<file path="src/rtl/osd_pkg.sv">
package osd_pkg;

   // One registered overlay pixel.
   typedef struct packed {
      logic [2:0] rgb;     // {R,G,B}
      logic       blank;   // overlay switch
      logic       ht;      // half-tone flag
   } osd_pix_t;

   localparam int OSD_COLOR_W = 3;

endpackage

</file>
<file path="src/rtl/osd_span.sv">
// Position tracker for one raster axis. A free counter restarts on clear_i
// and steps on tick_i. Once it reaches the origin, a minor counter (inside a
// cell) and a major counter (cell index) run until the last cell ends.
module osd_span #(
   parameter int CNT_W   = 10,
   parameter int MINOR_W = 4,
   parameter int N_MAJOR = 24,
   localparam int MAJOR_W = $clog2(N_MAJOR)
) (
   input  logic               clk,
   input  logic               rst_n,
   input  logic               clear_i,
   input  logic               tick_i,
   input  logic [CNT_W-1:0]   origin_i,
   input  logic [MINOR_W-1:0] last_minor_i,
   output logic               act_o,
   output logic [MINOR_W-1:0] minor_o,
   output logic [MAJOR_W-1:0] major_o
);

   if (N_MAJOR < 2) begin : g_chk_major
      $error("osd_span: N_MAJOR must be at least 2");
   end
   if (CNT_W < 2 || MINOR_W < 1) begin : g_chk_width
      $error("osd_span: counter widths too small");
   end

   localparam logic [MAJOR_W-1:0] MAJOR_LAST = MAJOR_W'(N_MAJOR - 1);

   logic [CNT_W-1:0] cnt;
   logic [CNT_W-1:0] cnt_next;
   logic             cnt_full;
   logic             start;
   logic             minor_wrap;
   logic             major_last;

   always_comb begin
      cnt_full   = (cnt == {CNT_W{1'b1}});
      cnt_next   = cnt_full ? cnt : cnt + 1'b1;
      start      = tick_i && !cnt_full && (cnt_next == origin_i);
      minor_wrap = (minor_o == last_minor_i);
      major_last = (major_o == MAJOR_LAST);
   end

   always_ff @(posedge clk or negedge rst_n) begin
      if (!rst_n) begin
         cnt     <= '0;
         act_o   <= 1'b0;
         minor_o <= '0;
         major_o <= '0;
      end else if (clear_i) begin
         cnt     <= '0;
         act_o   <= (origin_i == '0);
         minor_o <= '0;
         major_o <= '0;
      end else if (tick_i) begin
         cnt <= cnt_next;
         if (start) begin
            act_o   <= 1'b1;
            minor_o <= '0;
            major_o <= '0;
         end else if (act_o) begin
            if (minor_wrap) begin
               minor_o <= '0;
               if (major_last) begin
                  act_o   <= 1'b0;
                  major_o <= '0;
               end else begin
                  major_o <= major_o + 1'b1;
               end
            end else begin
               minor_o <= minor_o + 1'b1;
            end
         end
      end
   end

   // a sync edge restarts the position from zero
   a_r1_clear_zeroes: assert property (@(posedge clk) disable iff (!rst_n)
      clear_i |=> (cnt == '0 && minor_o == '0 && major_o == '0));

   // the window opens exactly at the programmed origin
   a_r2_start_at_origin: assert property (@(posedge clk) disable iff (!rst_n)
      ($rose(act_o) && $stable(origin_i)) |-> (cnt == origin_i));

   // the cell index never leaves the grid
   a_r2_major_bound: assert property (@(posedge clk) disable iff (!rst_n)
      act_o |-> (major_o <= MAJOR_LAST));

   // the line inside a row never exceeds the pitch
   a_r3_minor_bound: assert property (@(posedge clk) disable iff (!rst_n)
      (act_o && $stable(last_minor_i)) |-> (minor_o <= last_minor_i));

endmodule

</file>
<file path="src/rtl/osd_pixel.sv">
// Memory addressing for the cell under the beam, glyph bit selection,
// colour choice and the output register.
module osd_pixel
   import osd_pkg::*;
#(
   parameter int COLS      = 24,
   parameter int ROWS      = 10,
   parameter int CELL_H    = 18,
   parameter int HALF_W    = 7,
   parameter int CODE_W    = 8,
   parameter int PAL_W     = 3,
   parameter int PX_W      = 4,
   parameter int LINE_W    = 6,
   parameter bit LEFT_MSB  = 1'b1,
   localparam int COL_W    = $clog2(COLS),
   localparam int ROW_W    = $clog2(ROWS),
   localparam int DISP_W   = CODE_W + PAL_W,
   localparam int DISP_AW  = $clog2(ROWS * COLS),
   localparam int WPC      = 2 * CELL_H,
   localparam int FONT_AW  = $clog2((2 ** CODE_W) * WPC),
   localparam int PAL_BITS = OSD_COLOR_W * (2 ** PAL_W)
) (
   input  logic                   clk,
   input  logic                   rst_n,
   input  logic                   osd_en_i,
   input  logic                   mesh_en_i,
   input  logic                   ht_en_i,
   input  logic [OSD_COLOR_W-1:0] bg_i,
   input  logic [PAL_BITS-1:0]    pal_i,
   input  logic                   hact_i,
   input  logic [PX_W-1:0]        px_i,
   input  logic [COL_W-1:0]       col_i,
   input  logic                   vact_i,
   input  logic [LINE_W-1:0]      line_i,
   input  logic [ROW_W-1:0]       row_i,
   output logic [DISP_AW-1:0]     disp_addr_o,
   input  logic [DISP_W-1:0]      disp_data_i,
   output logic [FONT_AW-1:0]     font_addr_o,
   input  logic [HALF_W-1:0]      font_data_i,
   output osd_pix_t               pix_o
);

   logic                   in_cell;
   logic [CODE_W-1:0]      code;
   logic [PAL_W-1:0]       pidx;
   logic                   half;
   logic [PX_W-1:0]        sub;
   logic [PX_W-1:0]        sel;
   logic [HALF_W-1:0]      shifted;
   logic                   glyph_on;
   logic                   meshed;
   logic [OSD_COLOR_W-1:0] fg;

   always_comb begin
      in_cell     = hact_i && vact_i && (line_i < LINE_W'(CELL_H));
      disp_addr_o = DISP_AW'(row_i) * DISP_AW'(COLS) + DISP_AW'(col_i);
      code        = disp_data_i[CODE_W-1:0];
      pidx        = disp_data_i[CODE_W +: PAL_W];
      half        = (px_i >= PX_W'(HALF_W));
      sub         = half ? px_i - PX_W'(HALF_W) : px_i;
      font_addr_o = FONT_AW'(code) * FONT_AW'(WPC) + FONT_AW'({line_i, half});
      fg          = OSD_COLOR_W'(pal_i >> (OSD_COLOR_W * int'(pidx)));
      meshed      = mesh_en_i && (px_i[0] ^ line_i[0]);
   end

   // Bit order inside a font word is a build option.
   if (LEFT_MSB) begin : g_msb_left
      assign sel = PX_W'(HALF_W - 1) - sub;
   end else begin : g_lsb_left
      assign sel = sub;
   end

   assign shifted  = font_data_i >> sel;
   assign glyph_on = shifted[0];

   always_ff @(posedge clk or negedge rst_n) begin
      if (!rst_n) begin
         pix_o <= '0;
      end else if (!osd_en_i || !in_cell) begin
         pix_o <= '0;
      end else if (glyph_on) begin
         pix_o.rgb   <= fg;
         pix_o.blank <= 1'b1;
         pix_o.ht    <= 1'b0;
      end else begin
         pix_o.ht <= ht_en_i;
         if (meshed) begin
            pix_o.rgb   <= '0;
            pix_o.blank <= 1'b0;
         end else begin
            pix_o.rgb   <= bg_i;
            pix_o.blank <= 1'b1;
         end
      end
   end

   // a disabled overlay stays dark
   a_r11_off_dark: assert property (@(posedge clk) disable iff (!rst_n)
      !osd_en_i |=> (pix_o == '0));

   // nothing is drawn left or right of the window
   a_r2_outside_dark: assert property (@(posedge clk) disable iff (!rst_n)
      !hact_i |=> (!pix_o.blank && !pix_o.ht));

   // gap lines between rows stay dark
   a_r3_gap_dark: assert property (@(posedge clk) disable iff (!rst_n)
      (vact_i && line_i >= LINE_W'(CELL_H)) |=> (!pix_o.blank && !pix_o.ht));

   // the half-tone flag needs its enable
   a_r10_ht_gated: assert property (@(posedge clk) disable iff (!rst_n)
      !ht_en_i |=> !pix_o.ht);

   // whenever the overlay switch is low, the colour is black
   a_r12_clear_is_black: assert property (@(posedge clk) disable iff (!rst_n)
      !pix_o.blank |-> (pix_o.rgb == '0));

endmodule

</file>
<file path="src/rtl/osd_chargen.sv">
module osd_chargen
   import osd_pkg::*;
#(
   parameter int COLS     = 24,
   parameter int ROWS     = 10,
   parameter int CELL_W   = 14,
   parameter int CELL_H   = 18,
   parameter int HALF_W   = 7,
   parameter int CODE_W   = 8,
   parameter int PAL_W    = 3,
   parameter int GAP_W    = 4,
   parameter int HCNT_W   = 10,
   parameter int VCNT_W   = 9,
   parameter bit LEFT_MSB = 1'b1,
   localparam int DISP_W   = CODE_W + PAL_W,
   localparam int DISP_AW  = $clog2(ROWS * COLS),
   localparam int FONT_AW  = $clog2((2 ** CODE_W) * 2 * CELL_H),
   localparam int PAL_BITS = OSD_COLOR_W * (2 ** PAL_W)
) (
   input  logic                   clk,
   input  logic                   rst_n,
   input  logic                   hsync_i,
   input  logic                   vsync_i,
   input  logic                   osd_en_i,
   input  logic                   mesh_en_i,
   input  logic                   ht_en_i,
   input  logic [HCNT_W-1:0]      h_org_i,
   input  logic [VCNT_W-1:0]      v_org_i,
   input  logic [GAP_W-1:0]       gap_i,
   input  logic [OSD_COLOR_W-1:0] bg_i,
   input  logic [PAL_BITS-1:0]    pal_i,
   output logic [DISP_AW-1:0]     disp_addr_o,
   input  logic [DISP_W-1:0]      disp_data_i,
   output logic [FONT_AW-1:0]     font_addr_o,
   input  logic [HALF_W-1:0]      font_data_i,
   output logic                   r_o,
   output logic                   g_o,
   output logic                   b_o,
   output logic                   blank_o,
   output logic                   ht_o
);

   localparam int PX_W   = $clog2(CELL_W);
   localparam int LINE_W = $clog2(CELL_H + 2 ** GAP_W - 1);
   localparam int COL_W  = $clog2(COLS);
   localparam int ROW_W  = $clog2(ROWS);

   if (CELL_W != 2 * HALF_W) begin : g_chk_cell
      $error("osd_chargen: a cell line must be exactly two font words");
   end
   if (2 ** HCNT_W <= COLS * CELL_W) begin : g_chk_hcnt
      $error("osd_chargen: HCNT_W too narrow for the window width");
   end
   if (2 ** VCNT_W <= ROWS * CELL_H) begin : g_chk_vcnt
      $error("osd_chargen: VCNT_W too narrow for the window height");
   end

   logic hs_q, vs_q;
   logic hs_rise, vs_rise;

   always_ff @(posedge clk or negedge rst_n) begin
      if (!rst_n) begin
         hs_q <= 1'b0;
         vs_q <= 1'b0;
      end else begin
         hs_q <= hsync_i;
         vs_q <= vsync_i;
      end
   end

   assign hs_rise = hsync_i && !hs_q;
   assign vs_rise = vsync_i && !vs_q;

   logic              hact, vact;
   logic [PX_W-1:0]   px;
   logic [COL_W-1:0]  col;
   logic [LINE_W-1:0] line;
   logic [ROW_W-1:0]  row;
   logic [LINE_W-1:0] line_last;
   osd_pix_t          pix;

   assign line_last = LINE_W'(CELL_H - 1) + LINE_W'(gap_i);

   osd_span #(
      .CNT_W   (HCNT_W),
      .MINOR_W (PX_W),
      .N_MAJOR (COLS)
   ) u_hspan (
      .clk          (clk),
      .rst_n        (rst_n),
      .clear_i      (hs_rise),
      .tick_i       (1'b1),
      .origin_i     (h_org_i),
      .last_minor_i (PX_W'(CELL_W - 1)),
      .act_o        (hact),
      .minor_o      (px),
      .major_o      (col)
   );

   osd_span #(
      .CNT_W   (VCNT_W),
      .MINOR_W (LINE_W),
      .N_MAJOR (ROWS)
   ) u_vspan (
      .clk          (clk),
      .rst_n        (rst_n),
      .clear_i      (vs_rise),
      .tick_i       (hs_rise),
      .origin_i     (v_org_i),
      .last_minor_i (line_last),
      .act_o        (vact),
      .minor_o      (line),
      .major_o      (row)
   );

   osd_pixel #(
      .COLS     (COLS),
      .ROWS     (ROWS),
      .CELL_H   (CELL_H),
      .HALF_W   (HALF_W),
      .CODE_W   (CODE_W),
      .PAL_W    (PAL_W),
      .PX_W     (PX_W),
      .LINE_W   (LINE_W),
      .LEFT_MSB (LEFT_MSB)
   ) u_pixel (
      .clk         (clk),
      .rst_n       (rst_n),
      .osd_en_i    (osd_en_i),
      .mesh_en_i   (mesh_en_i),
      .ht_en_i     (ht_en_i),
      .bg_i        (bg_i),
      .pal_i       (pal_i),
      .hact_i      (hact),
      .px_i        (px),
      .col_i       (col),
      .vact_i      (vact),
      .line_i      (line),
      .row_i       (row),
      .disp_addr_o (disp_addr_o),
      .disp_data_i (disp_data_i),
      .font_addr_o (font_addr_o),
      .font_data_i (font_data_i),
      .pix_o       (pix)
   );

   assign {r_o, g_o, b_o} = pix.rgb;
   assign blank_o         = pix.blank;
   assign ht_o            = pix.ht;

   // a frame edge wins over a simultaneous line edge; the row tracker restarts
   a_r1_frame_restart: assert property (@(posedge clk) disable iff (!rst_n)
      (vs_rise && v_org_i != '0) |=> !vact);

endmodule

</file>
<file path="config.mk">
export PLATFORM = sky130hd
export DESIGN_NAME = osd_chargen
export DESIGN_NICKNAME = d
export VERILOG_FILES = /design/src/rtl/osd_pkg.sv /design/src/rtl/osd_span.sv /design/src/rtl/osd_pixel.sv /design/src/rtl/osd_chargen.sv
export SDC_FILE = /design/constraint.sdc
export NUM_CORES = 1
export LEC_CHECK = 0
export CORE_MARGIN = 10
export CORE_UTILIZATION = 32
export CTS_CLUSTER_SIZE = 14
export DETAILED_ROUTE_END_ITERATION = 10
export SLEW_MARGIN = 20
export SYNTH_ARGS = -nofsm -noshare
export SYNTH_HDL_FRONTEND = slang
export SYNTH_SLANG_ARGS = --single-unit
</file>
<file path="constraint.sdc">
create_clock -name clk -period 3 [get_ports clk]
set_clock_uncertainty 0.05 [all_clocks]
set_input_delay 0.3 -clock clk [delete_from_list [all_inputs] [get_ports clk]]
set_output_delay 0.3 -clock clk [all_outputs]
set_load 0.02 [all_outputs]
</file>
# Word-level counts from Yosys, hierarchy flattened
# Index checks and enable logic that the tools add are counted.
# W data, S select, Z words.
word_totals:
  reg_bits: 47
  in_bits: 75
  output_inout_bits: 27
  elab_cells: 105
op_classes:
  shift: 2
  magnitude_cmp: 2
  addsub: 11
  mul: 3
  n_mux: 40
  n_bitwise: 1
  eq_ne: 8
  reduce_logical: 25
ops:
  columns: ["cell", "count"]
  rows:
  - ["$mux W4", 12]
  - ["$mux W5", 7]
  - ["$shr A24 B32 Y3", 1]
  - ["$mux W6", 5]
  - ["$mux W9", 3]
  - ["$mux W10", 2]
  - ["$add A14 B7 Y14", 1]
  - ["$mul A8 B4 Y12 const B", 1]
  - ["$reduce_bool A3 Y1", 4]
  - ["$mux W1", 11]
  - ["$add A10 B1 Y10 const B", 1]
  - ["$eq A10 B10 Y1", 1]
  - ["$eq A10 B10 Y1 const B", 1]
  - ["$logic_not A10 Y1", 1]
  - ["$add A9 B1 Y9 const B", 1]
  - ["$eq A9 B9 Y1", 1]
  - ["$eq A9 B9 Y1 const B", 1]
  - ["$logic_not A9 Y1", 1]
  - ["$add A4 B1 Y4 const B", 2]
  - ["$add A8 B5 Y8", 1]
  - ["$eq A4 B4 Y1 const B", 2]
  - ["$logic_and A1 B1 Y1", 8]
  - ["$shr A7 B4 Y1", 1]
  - ["$add A5 B4 Y6 const A", 1]
  - ["other kinds (16)", 22]

# Longest topological paths before layout
# Gate-level depths: netlist of the first run.
depth:
  depth_word: 7
  mapped_depth: 10
  depth_no_buf: 10

# By module
# Synthesis of the first run repeated with hierarchy kept, for this count alone.
unflattened:
  cells_unflattened: 547
  area_unflattened_um2: 4738.3
by_module_without_submodules:
  columns: ["mod", "cells_per_inst", "instances", "area_per_inst_um2", "seq_area_each_um2"]
  rows:
  - ["osd_span at u_vspan", 198, 1, 1640.3, 500.5]
  - ["osd_span at u_hspan", 186, 1, 1567.8, 500.5]
  - ["osd_pixel", 149, 1, 1403.8, 125.1]
  - ["osd_chargen", 14, 1, 126.4, 50.0]

# Worst setup path after synthesis of the first run
# No wires, ideal clock.
synth_path:
  kind: "input to output"
  startpoint: "input disp_data_i[1]"
  endpoint: "output font_addr_o[12]"
  path_buffers: 0
  path_slack_ns: 0.139
  path_stages: 10
  arrival_ns: 2.511
  required_ns: 2.650
  cell_sequence: "ha_1 -> ha_1 -> fa_1 -> a21o_1 -> a21oi_1 -> xnor2_1 -> o2111ai_1 -> o21ai_0 -> a21oi_1 -> xnor2_1"
synth_via:
  elab_chain_len: 2
synth_lines:
  columns: ["element", "line_no", "rtl"]
  rows:
  - ["start: declaration", "osd_chargen.sv:33", "input logic [DISP_W-1:0] disp_data_i,"]
  - ["$mul A8 B4 Y12", "osd_pixel.sv:61", "font_addr_o = FONT_AW'(code) * FONT_AW'(WPC) + FONT_AW'({line_i, half});"]
  - ["$add A14 B7 Y14", "osd_pixel.sv:61", null]
  - ["end: declaration", "osd_chargen.sv:34", "output logic [FONT_AW-1:0] font_addr_o,"]
# No other way between the ends.

# Worst setup path after layout of the first run
layout_path:
  startpoint: "register u_vspan.minor_o[2]"
  endpoint: "output font_addr_o[9]"
layout_via:
  elab_chain_len: 1
layout_lines:
  columns: ["element", "line_no", "rtl"]
  rows:
  - ["start: declaration", "osd_span.sv:17", "output logic [MINOR_W-1:0] minor_o,"]
  - ["start signal: assignment", "osd_span.sv:72", "minor_o <= minor_o + 1'b1;"]
  - ["$add A14 B7 Y14", "osd_pixel.sv:61", null]
# No other way between the ends.

==> metrics.cfg, run 1 <==
[clocking]
hold_buffers=0
root_buffer=clkbuf_16
clk_pin_slew_ns=0.07
clk_path_buf_depth=2
cts_sinks=47
clk_latency_ns=0.29
numCtsBuffers=5
h-tree-depth=2
cts_tree=yes

[logic_synthesis]
ys_seq_area_frac=0.271
synth_edf_count=0
postSynthCellCount=496
synth_ff_type=dfrtp_1
async_flop_share=1.00
synth_area_leaders=dfrtp_1, ha_1, xnor2_1
yosysTopAreaCellShare=0.271
syn_area_per_cell_um2=8.75
synth_nets=605
ys_ff_latch=47
syn_area_um2=4340
synth_top_area_cell=dfrtp_1
synth_cell_types=69
yosysWarnings=0

[floorplanning]
die_area_um2=18600
fp.dieH_um=136
initial_core_util=0.328
coreArea_um2=13200
num_rows=42
io-pin-count=102
die_x_um=136

[pwr]
leakage_nw=2.62
vdd_drop_max_uv=219
pwr_density_cell_nw_per_um2=403

[timing]
period_needed_ns=2.85
fmax_mhz=350
slew_violations=0
period_share=0.951
slew_headroom=0.549
finalSetupTns_ns=0
holdWs_ns=-0.0451
worstMarginPinSlew_ns=0.677
fin_ws_ns=0.147
hold_violations=47
setup_violations=0
rsz0062_at_grt=false

[final_layout]
drive_above_1_share=0.169
regArea_um2=1180
multi_input_area_um2=3040
layoutNonFillerInstCount=802
fillCellCount=1296
fin_nets=734
syn_to_final_growth_pct=39.7
insertedDiodeCount=0

[placed_design]
dp_worst_setup_slack_ns=-0.853
place_congestion=0.929
dp_hpwl_mm=9.98
portBuffers=101
dp_cells=792

[critical_path]
worstPathRequired_ns=2.65
critical_path_class=register to primary output
cp_max_fo=8
crit_path_start_kind=register
crit_path_end_kind=primary output
cp.arrival_ns=2.50
rrSetupSlack_ns=0.18

[global_routing]
grt_pass1_vias=4401
grt_pass1_wl_mm=20.9
grt_max_degree=48
antenna_found_initial=0
grt_use_total=0.133
grt_overflow=0

[drt]
vias_per_cell=5.28
dr.first_iter.drc_count=345
ant_nets=0
wirelength_mm=12.4
drc_errors=0
vias=4236
first_pass_iters=4
wl_per_cell_um=15.5

[outcome]
violations=hold timing
status=complete, but fails checks

[hold_path]
min_path_type=input port to asynchronous set/reset pin

[job]
max-cap-violations=0

synth_stat cells (all sizes together), types with 3 or more instances:
cell     instances
o21a             4
xor2            18
fa               4
nand3           24
and2            11
nand2b           4
nor3            29
or2              3
a211oi           3
mux4             7
a21o             7
nand2           32
o21ai           14
or3              4
a31oi            9
a221o            3
mux2             6
mux2i           11
nand4           12
nor4             7
ha              30
and4             5
xnor2           29
dfrtp           47
nor2            43
clkbuf          11
nor2b           10
o2111ai          4
inv             16
buf             18
a21oi           24
a21boi           4
and3             7
o21bai           4
registers in the layout (all words and copies together) (netlist names):
signal and count:
hs_q 1, u_hspan.act_o 1, u_hspan.cnt 10, u_hspan.major_o 5, u_hspan.minor_o 4, u_pixel.pix_o 5, u_vspan.act_o 1, u_vspan.cnt 9
u_vspan.major_o 4, u_vspan.minor_o 6, vs_q 1
final timing paths:
kind / startpoint / to / depth (start not counted)
min: rst_n / u_hspan.cnt[7] / 1
max in group asynchronous: rst_n / u_vspan.minor_o[1] / 1
min in group clk: vsync_i / vs_q / 1
min reg2reg: u_hspan.cnt[8] / u_hspan.cnt[8] / 1
max: u_vspan.minor_o[2] / font_addr_o[9] / 10
max reg2reg: u_vspan.cnt[1] / u_vspan.minor_o[3] / 9
metal layers:
layer / track usage / part of all wire / up-vias
met5: 0 / 0 / -
met4: 0.0379 / 0.016 / 0
met3: 0.0280 / 0.062 / 14
met2: 0.221 / 0.47 / 121
met1: 0.170 / 0.45 / 2015
li1: - / - / 2086
stage by stage:
| step | instance area [µm²] | power [W] | hold slack, ns | util |
|---|---|---|---|---|
| 2_1_floorplan | 4340 | 0.00133 | -0.0456 | - |
| 3_3_place_gp | 5760 | 0.00170 | 0.495 | 0.435 |
| 3_5_place_dp | 5760 | 0.00171 | 0.496 | 0.435 |
| 4_1_cts | 5990 | 0.00245 | 0.205 | 0.453 |
| 5_1_grt | 6060 | 0.00260 | 0.0255 | 0.458 |
| 6_report | 6060 | 0.00244 | -0.0451 | 0.458 |
cells by family (layout without fill, tap and decap cells):
group                      count (synthesis)  after routing  share of synthesized area
xor gates and xnor gates                  47             47                     0.0948
buffers and inverters                     45            175                     0.0513
AOI/OAI and AO/OA                        100            100                      0.159
muxes                                     24             24                     0.0773
DFF                                       47             47                      0.271
adders and majority gates                 34             34                      0.105
and+or+nand+nor                          199            199                      0.242
report_power, final:
group / switching, W / total [W] / internal (W)
logic: 0.000458 / 0.000954 / 0.000496
registers: 0.0000781 / 0.000767 / 0.000689
clock network: 0.000247 / 0.000724 / 0.000478
total: 0.000783 / 0.00244 / 0.00166
worst max-delay path: stages (launching register included):
cell,delay (ns)
dfrtp_1,0.38
buf_4,0.16
ha_1,0.27
a21o_1,0.15
a21oi_1,0.19
o21ai_0,0.11
a21oi_1,0.26
buf_4,0.17
nor2b_1,0.04
xor2_1,0.14
clkdlybuf4s15_1,0.33
layout make-up:
class	instances	area share
Sequential cell	47	0.194
Inverter	16	0.00991
Clock buffer	5	0.0206
Tap cell	176	0.0363
Multi-Input combinational cell	404	0.502
Timing Repair Buffer	151	0.226
Clock inverter	3	0.0111
cell usage in the layout, fill, tap and decap left out, types with 5 or more instances in the layout:
master / count
nor4_1: 7
and2_1: 10
mux2_2: 6
o21ai_0: 12
xnor2_1: 27
clkbuf_16: 5
nor2_1: 43
ha_1: 25
a21o_1: 7
nor3_1: 26
inv_1: 16
nand3_1: 24
clkdlybuf4s50_1: 85
mux2i_1: 11
dfrtp_1: 47
nand2_1: 32
mux4_2: 7
nor2b_1: 10
xor2_1: 18
buf_4: 52
and3_1: 6
a21oi_1: 21
a31oi_1: 9
nand4_1: 12
repair_timing:
action	in CTS	in global routing
pin swaps	8	12
endpoints found under the setup margin	9	7
gates resized for setup	42	19
setup buffers	1	1
(Power assumes the default switching activity.)
==> run 2, diff against run 1 <==
PLACE_DENSITY = 0.51   (was default)
==> metrics.cfg, run 2 (same netlist as run 1, synthesis figures left out) <==
[outcome]
status=finished, final reports clean

[pwr]
vdd_drop_max_uv=199
p_int_w=0.00167
leakage_nw=2.62
netSwitchingFraction=0.321
power_frac_seq=0.313
power.share.clock=0.297
switching_power_w=0.000786
combPwrFrac=0.390
pwr_density_cell_nw_per_um2=404

[global_routing]
use_met1=0.169
grt_overflow=0
busiest_layer=met2
grt_max_degree=36
met2_usage=0.233
grt_pass1_wl_mm=20.9
grt_use_met3=0.0292
grt_use_total=0.136
grt_pass1_vias=4218
antenna_found_initial=0

[timing]
period_share=0.963
slew_headroom=0.566
fin_ws_ns=0.112
setup_violations=0
worstMarginPinSlew_ns=0.651
fmax_mhz=346
slew_violations=0
period_needed_ns=2.89
hold_violations=0

[drt]
wirelength_mm=12.4
first_pass_iters=5
drc_errors=0
vias=4131
vias_per_cell=5.14
dr.first_iter.drc_count=293
wl_per_cell_um=15.5
ant_nets=0

[floorplanning]
fp.dieH_um=136
die_x_um=136
num_rows=42
coreArea_um2=13200
initial_core_util=0.328
die_area_um2=18600
io-pin-count=102

[critical_path]
critical_path.startpoint=disp_data_i[0]
cpMostUsedCell=a21oi_2
reg2reg_from=u_vspan.cnt[1]
reg2reg_depth=9
critical_path_class=input port to primary output
rrSetupSlack_ns=0.23
r2r_end=u_vspan.minor_o[4]
critPathMaxStageDelay_ns=0.33
crit_chain=dlygate4sd2_1 -> ha_2 -> ha_4 -> fa_2 -> a21o_1 -> a21oi_2 -> xnor2_2 -> o2111ai_2 -> nor3_2 -> a21oi_2 -> xnor2_1 -> buf_4
worstPathRequired_ns=2.65
cp_max_fo=3
critPathBufInv=2
crit_family=adder cells
cp.arrival_ns=2.54
crit_path_start_kind=input port
crit_path_end_kind=primary output
cp_slowest_cell=fa_2

[clocking]
clk_pin_slew_ns=0.07
root_buffer=clkbuf_16
clk_latency_ns=0.29
numCtsBuffers=5
h-tree-depth=2
cts_tree=yes
clk_path_buf_depth=2
cts_sinks=47

[final_layout]
insertedDiodeCount=0
syn_to_final_growth_pct=39.9
fin_nets=735
drive_above_1_share=0.172
fin_area_um2=6070
largest_reg_flops=10
final_common_cell=clkdlybuf4s50_1
reg_top3=u_hspan.cnt: 10 flops, u_vspan.cnt: 9 flops, u_vspan.minor_o: 6 flops
top_register=u_hspan.cnt
layout_common_cells=clkdlybuf4s50_1, buf_4, dfrtp_1, nor2_1, nand2_1

[placed_design]
dpl_cell_area_um2=5780
portBuffers=101
dp_worst_setup_slack_ns=-0.801
place_congestion=0.890
dp_hpwl_mm=10.2

[job]
max-cap-violations=0

[hold_path]
min_path_type=input port to asynchronous set/reset pin

[run 2: through the flow]
step	total power [W]	utilization	setup TNS, ns	hold WS, ns	cells
floorplan	0.00133	-	0	-0.0456	496
global placement	0.00171	0.436	-4.03	0.167	794
detailed placement	0.00172	0.436	-4.17	0.170	794
CTS	0.00246	0.452	-0.0325	0.384	803
global route	0.00261	0.459	-0.0339	0.407	803
finish	0.00245	0.459	0	0.379	803
[run 2: cell type report]
| type | count | area (µm²) |
|---|---|---|
| tap | 176 | 220 |
| clock inverter | 3 | 67.6 |
| fill | 1331 | 7170 |
| timing repair buffer | 152 | 1380 |
| clock buffer | 5 | 125 |
| sequential | 47 | 1180 |
| multi-input combinational | 404 | 3050 |
| inverter | 16 | 60.1 |
[run 2: worst register-to-register path: stages, from the launching register on]
cell and delay (ns):
dfrtp_1 0.39, buf_4 0.16, and4_4 0.20, and4_4 0.18, or3b_1 0.37, a2111o_1 0.47, nor4_1 0.23, nor3_1 0.08
buf_4 0.18, a221o_1 0.35
[run 2: timing repair]
action	4_1_cts	5_1_grt
hold buffers	1	0
endpoints found under the setup margin	9	8
endpoints found under the hold margin	12	0
pin swaps	10	11
resized for setup	42	20
buffers inserted	0	0
[run 2: layer usage]
| layer | vias up | share of wire |
|---|---|---|
| met2 | 104 | 0.49 |
| met3 | 13 | 0.059 |
| li1 | 2084 | - |
| met1 | 1930 | 0.44 |
| met4 | 0 | 0.013 |
| met5 | - | 0 |
[run 2: worst max path at each step]
stage	to	slack [ns]	depth (start not counted)
2_1_floorplan	font_addr_o[12]	0.14	10
3_3_place_gp	font_addr_o[12]	-0.77	12
3_5_place_dp	font_addr_o[12]	-0.80	12
4_1_cts	font_addr_o[12]	-0.03	11
5_1_grt	font_addr_o[12]	-0.03	12
6_report	font_addr_o[12]	0.11	12
[run 2: power by group through the flow]
stage | logic [W] | registers, W | clock network, W
2_1_floorplan | 0.000571 | 0.000758 | 0
3_3_place_gp | 0.000933 | 0.000778 | 0
3_5_place_dp | 0.000942 | 0.000779 | 0
4_1_cts | 0.000945 | 0.000768 | 0.000748
5_1_grt | 0.00106 | 0.000780 | 0.000777
6_report | 0.000956 | 0.000768 | 0.000727
==> run 3, diff against run 2 <==
CELL_PAD_IN_SITES_DETAIL_PLACEMENT = 1   (was default)
CELL_PAD_IN_SITES_GLOBAL_PLACEMENT = 1   (was default)
PLACE_DENSITY = 0.67   (was 0.51)
==> metrics.cfg, run 3 (same netlist as run 1, synthesis figures left out) <==
[pwr]
pwr_density_cell_nw_per_um2=398
vdd_drop_max_uv=192
total_power_w=0.00242
leakage_nw=2.63

[global_routing]
grt_max_degree=36
grt_pass1_wl_mm=23.4
antenna_found_initial=0
grt_overflow=0
grt_pass1_vias=4718
grt_use_total=0.153

[outcome]
status=finished, final reports clean

[clocking]
numCtsBuffers=5
clk_latency_ns=0.30
clk_path_buf_depth=2
clk_pin_slew_ns=0.07
root_buffer=clkbuf_16
cts_sinks=47
h-tree-depth=2
cts_tree=yes

[timing]
hold_violations=0
worstMarginPinSlew_ns=0.584
rsz0062_at_grt=true
fmax_mhz=347
finalSetupTns_ns=0
slew_violations=0
period_share=0.960
period_needed_ns=2.88
holdWs_ns=0.374
slew_headroom=0.611
setup_violations=0

[floorplanning]
fp.dieH_um=136
num_rows=42
io-pin-count=102
die_area_um2=18600
coreArea_um2=13200
initial_core_util=0.328
die_x_um=136

[critical_path]
crit_path_end_kind=primary output
reg2reg_depth=9
cp_max_fo=3
r2r_end=u_vspan.minor_o[4]
rrSetupSlack_ns=0.17
worstPathRequired_ns=2.65
reg2reg_from=u_vspan.cnt[0]
critical_path_class=input port to primary output
cp.arrival_ns=2.53
crit_path_start_kind=input port

[final_layout]
layout_common_cells=clkdlybuf4s50_1, buf_4, dfrtp_1, nor2_1, nand2_1
fin_nets=740
layoutNonFillerInstCount=808
reg_top3=u_hspan.cnt: 10 flops, u_vspan.cnt: 9 flops, u_vspan.minor_o: 6 flops
syn_to_final_growth_pct=40.3
insertedDiodeCount=0
top_register=u_hspan.cnt
drive_above_1_share=0.174
final_common_cell=clkdlybuf4s50_1
largest_reg_flops=10

[hold_path]
min_path_type=input port to asynchronous set/reset pin

[placed_design]
place_congestion=0.852
portBuffers=101
dp_cells=798
dp_hpwl_mm=11.4

[drt]
vias_per_cell=5.35
dr.first_iter.drc_count=183
ant_nets=0
drc_errors=0
wirelength_mm=14.1
wl_per_cell_um=17.5
first_pass_iters=4
vias=4322

[job]
max-cap-violations=0

==> run 3: cell count changes in the layout (fill, tap and decap cells not counted), sizes merged <==
cell | before | now
clkbuf | 7 | 6
dlymetal6s2s | 3 | 0
clkdlybuf4s15 | 2 | 4
buf | 55 | 61
clkinvlp | 1 | 0
dlygate4sd2 | 4 | 6
clkinv | 0 | 1
bufinv | 2 | 1
==> run 3: worst max-delay path by stage <==
stage,start,endpoint,slack (ns),cells after the start
6_report,disp_data_i[3],font_addr_o[12],0.12,12
5_1_grt,u_vspan.minor_o[1],font_addr_o[12],-0.03,12
4_1_cts,disp_data_i[4],font_addr_o[12],0.01,12
3_5_place_dp,disp_data_i[1],font_addr_o[12],-0.93,12
3_3_place_gp,disp_data_i[1],font_addr_o[12],-0.76,12
2_1_floorplan,disp_data_i[1],font_addr_o[12],0.14,10
==> run 3: area by class of cell <==
cell class | instances | area (µm²)
Fill cell | 1563 | 7150
Inverter | 16 | 60.1
Timing Repair Buffer | 157 | 1400
Sequential cell | 47 | 1180
Multi-Input combinational cell | 404 | 3060
Tap cell | 176 | 220
Clock inverter | 2 | 35.0
Clock buffer | 6 | 139
==> run 3: stage by stage <==
stage	worst slack, ns	instance area (µm²)	utilization
after CTS	0.0127	6060	0.458
after global placement	-0.760	5810	0.439
after detailed placement	-0.931	5810	0.439
final	0.120	6090	0.460
after floorplan	0.139	4340	-
after global routing	-0.0295	6090	0.460
==> run 3: routing by layer <==
layer	routed length, µm	track usage	part of all wire
met1	6040	0.181	0.43
met2	7330	0.279	0.52
met3	603	0.0244	0.043
met4	163	0.0438	0.012
met5	0	0	0
==> run 3: worst max-delay path, stage by stage <==
cell and delay [ns]:
clkdlybuf4s15_1 0.19, buf_4 0.13, ha_1 0.28, ha_1 0.31, a21o_1 0.20, a21oi_2 0.20
xnor2_2 0.16, o2111ai_2 0.17, o21ai_2 0.18, a21oi_2 0.07, xnor2_1 0.17, buf_4 0.17
==> run 3: repair_timing <==
action                                  in CTS  in global routing
setup buffers                                1                  0
gates resized for setup                     51                 11
endpoints found under the hold margin       12                  0
endpoints found under the setup margin       9                 11
hold buffers                                 1                  0
pin swaps                                   12                 11
==> run 3: where the power goes <==
group / internal, W / leakage (nW) / switching, W
Clock: 0.000415 / 0.0868 / 0.000262
Combinational: 0.000504 / 1.90 / 0.000484
Sequential: 0.000689 / 0.636 / 0.0000696
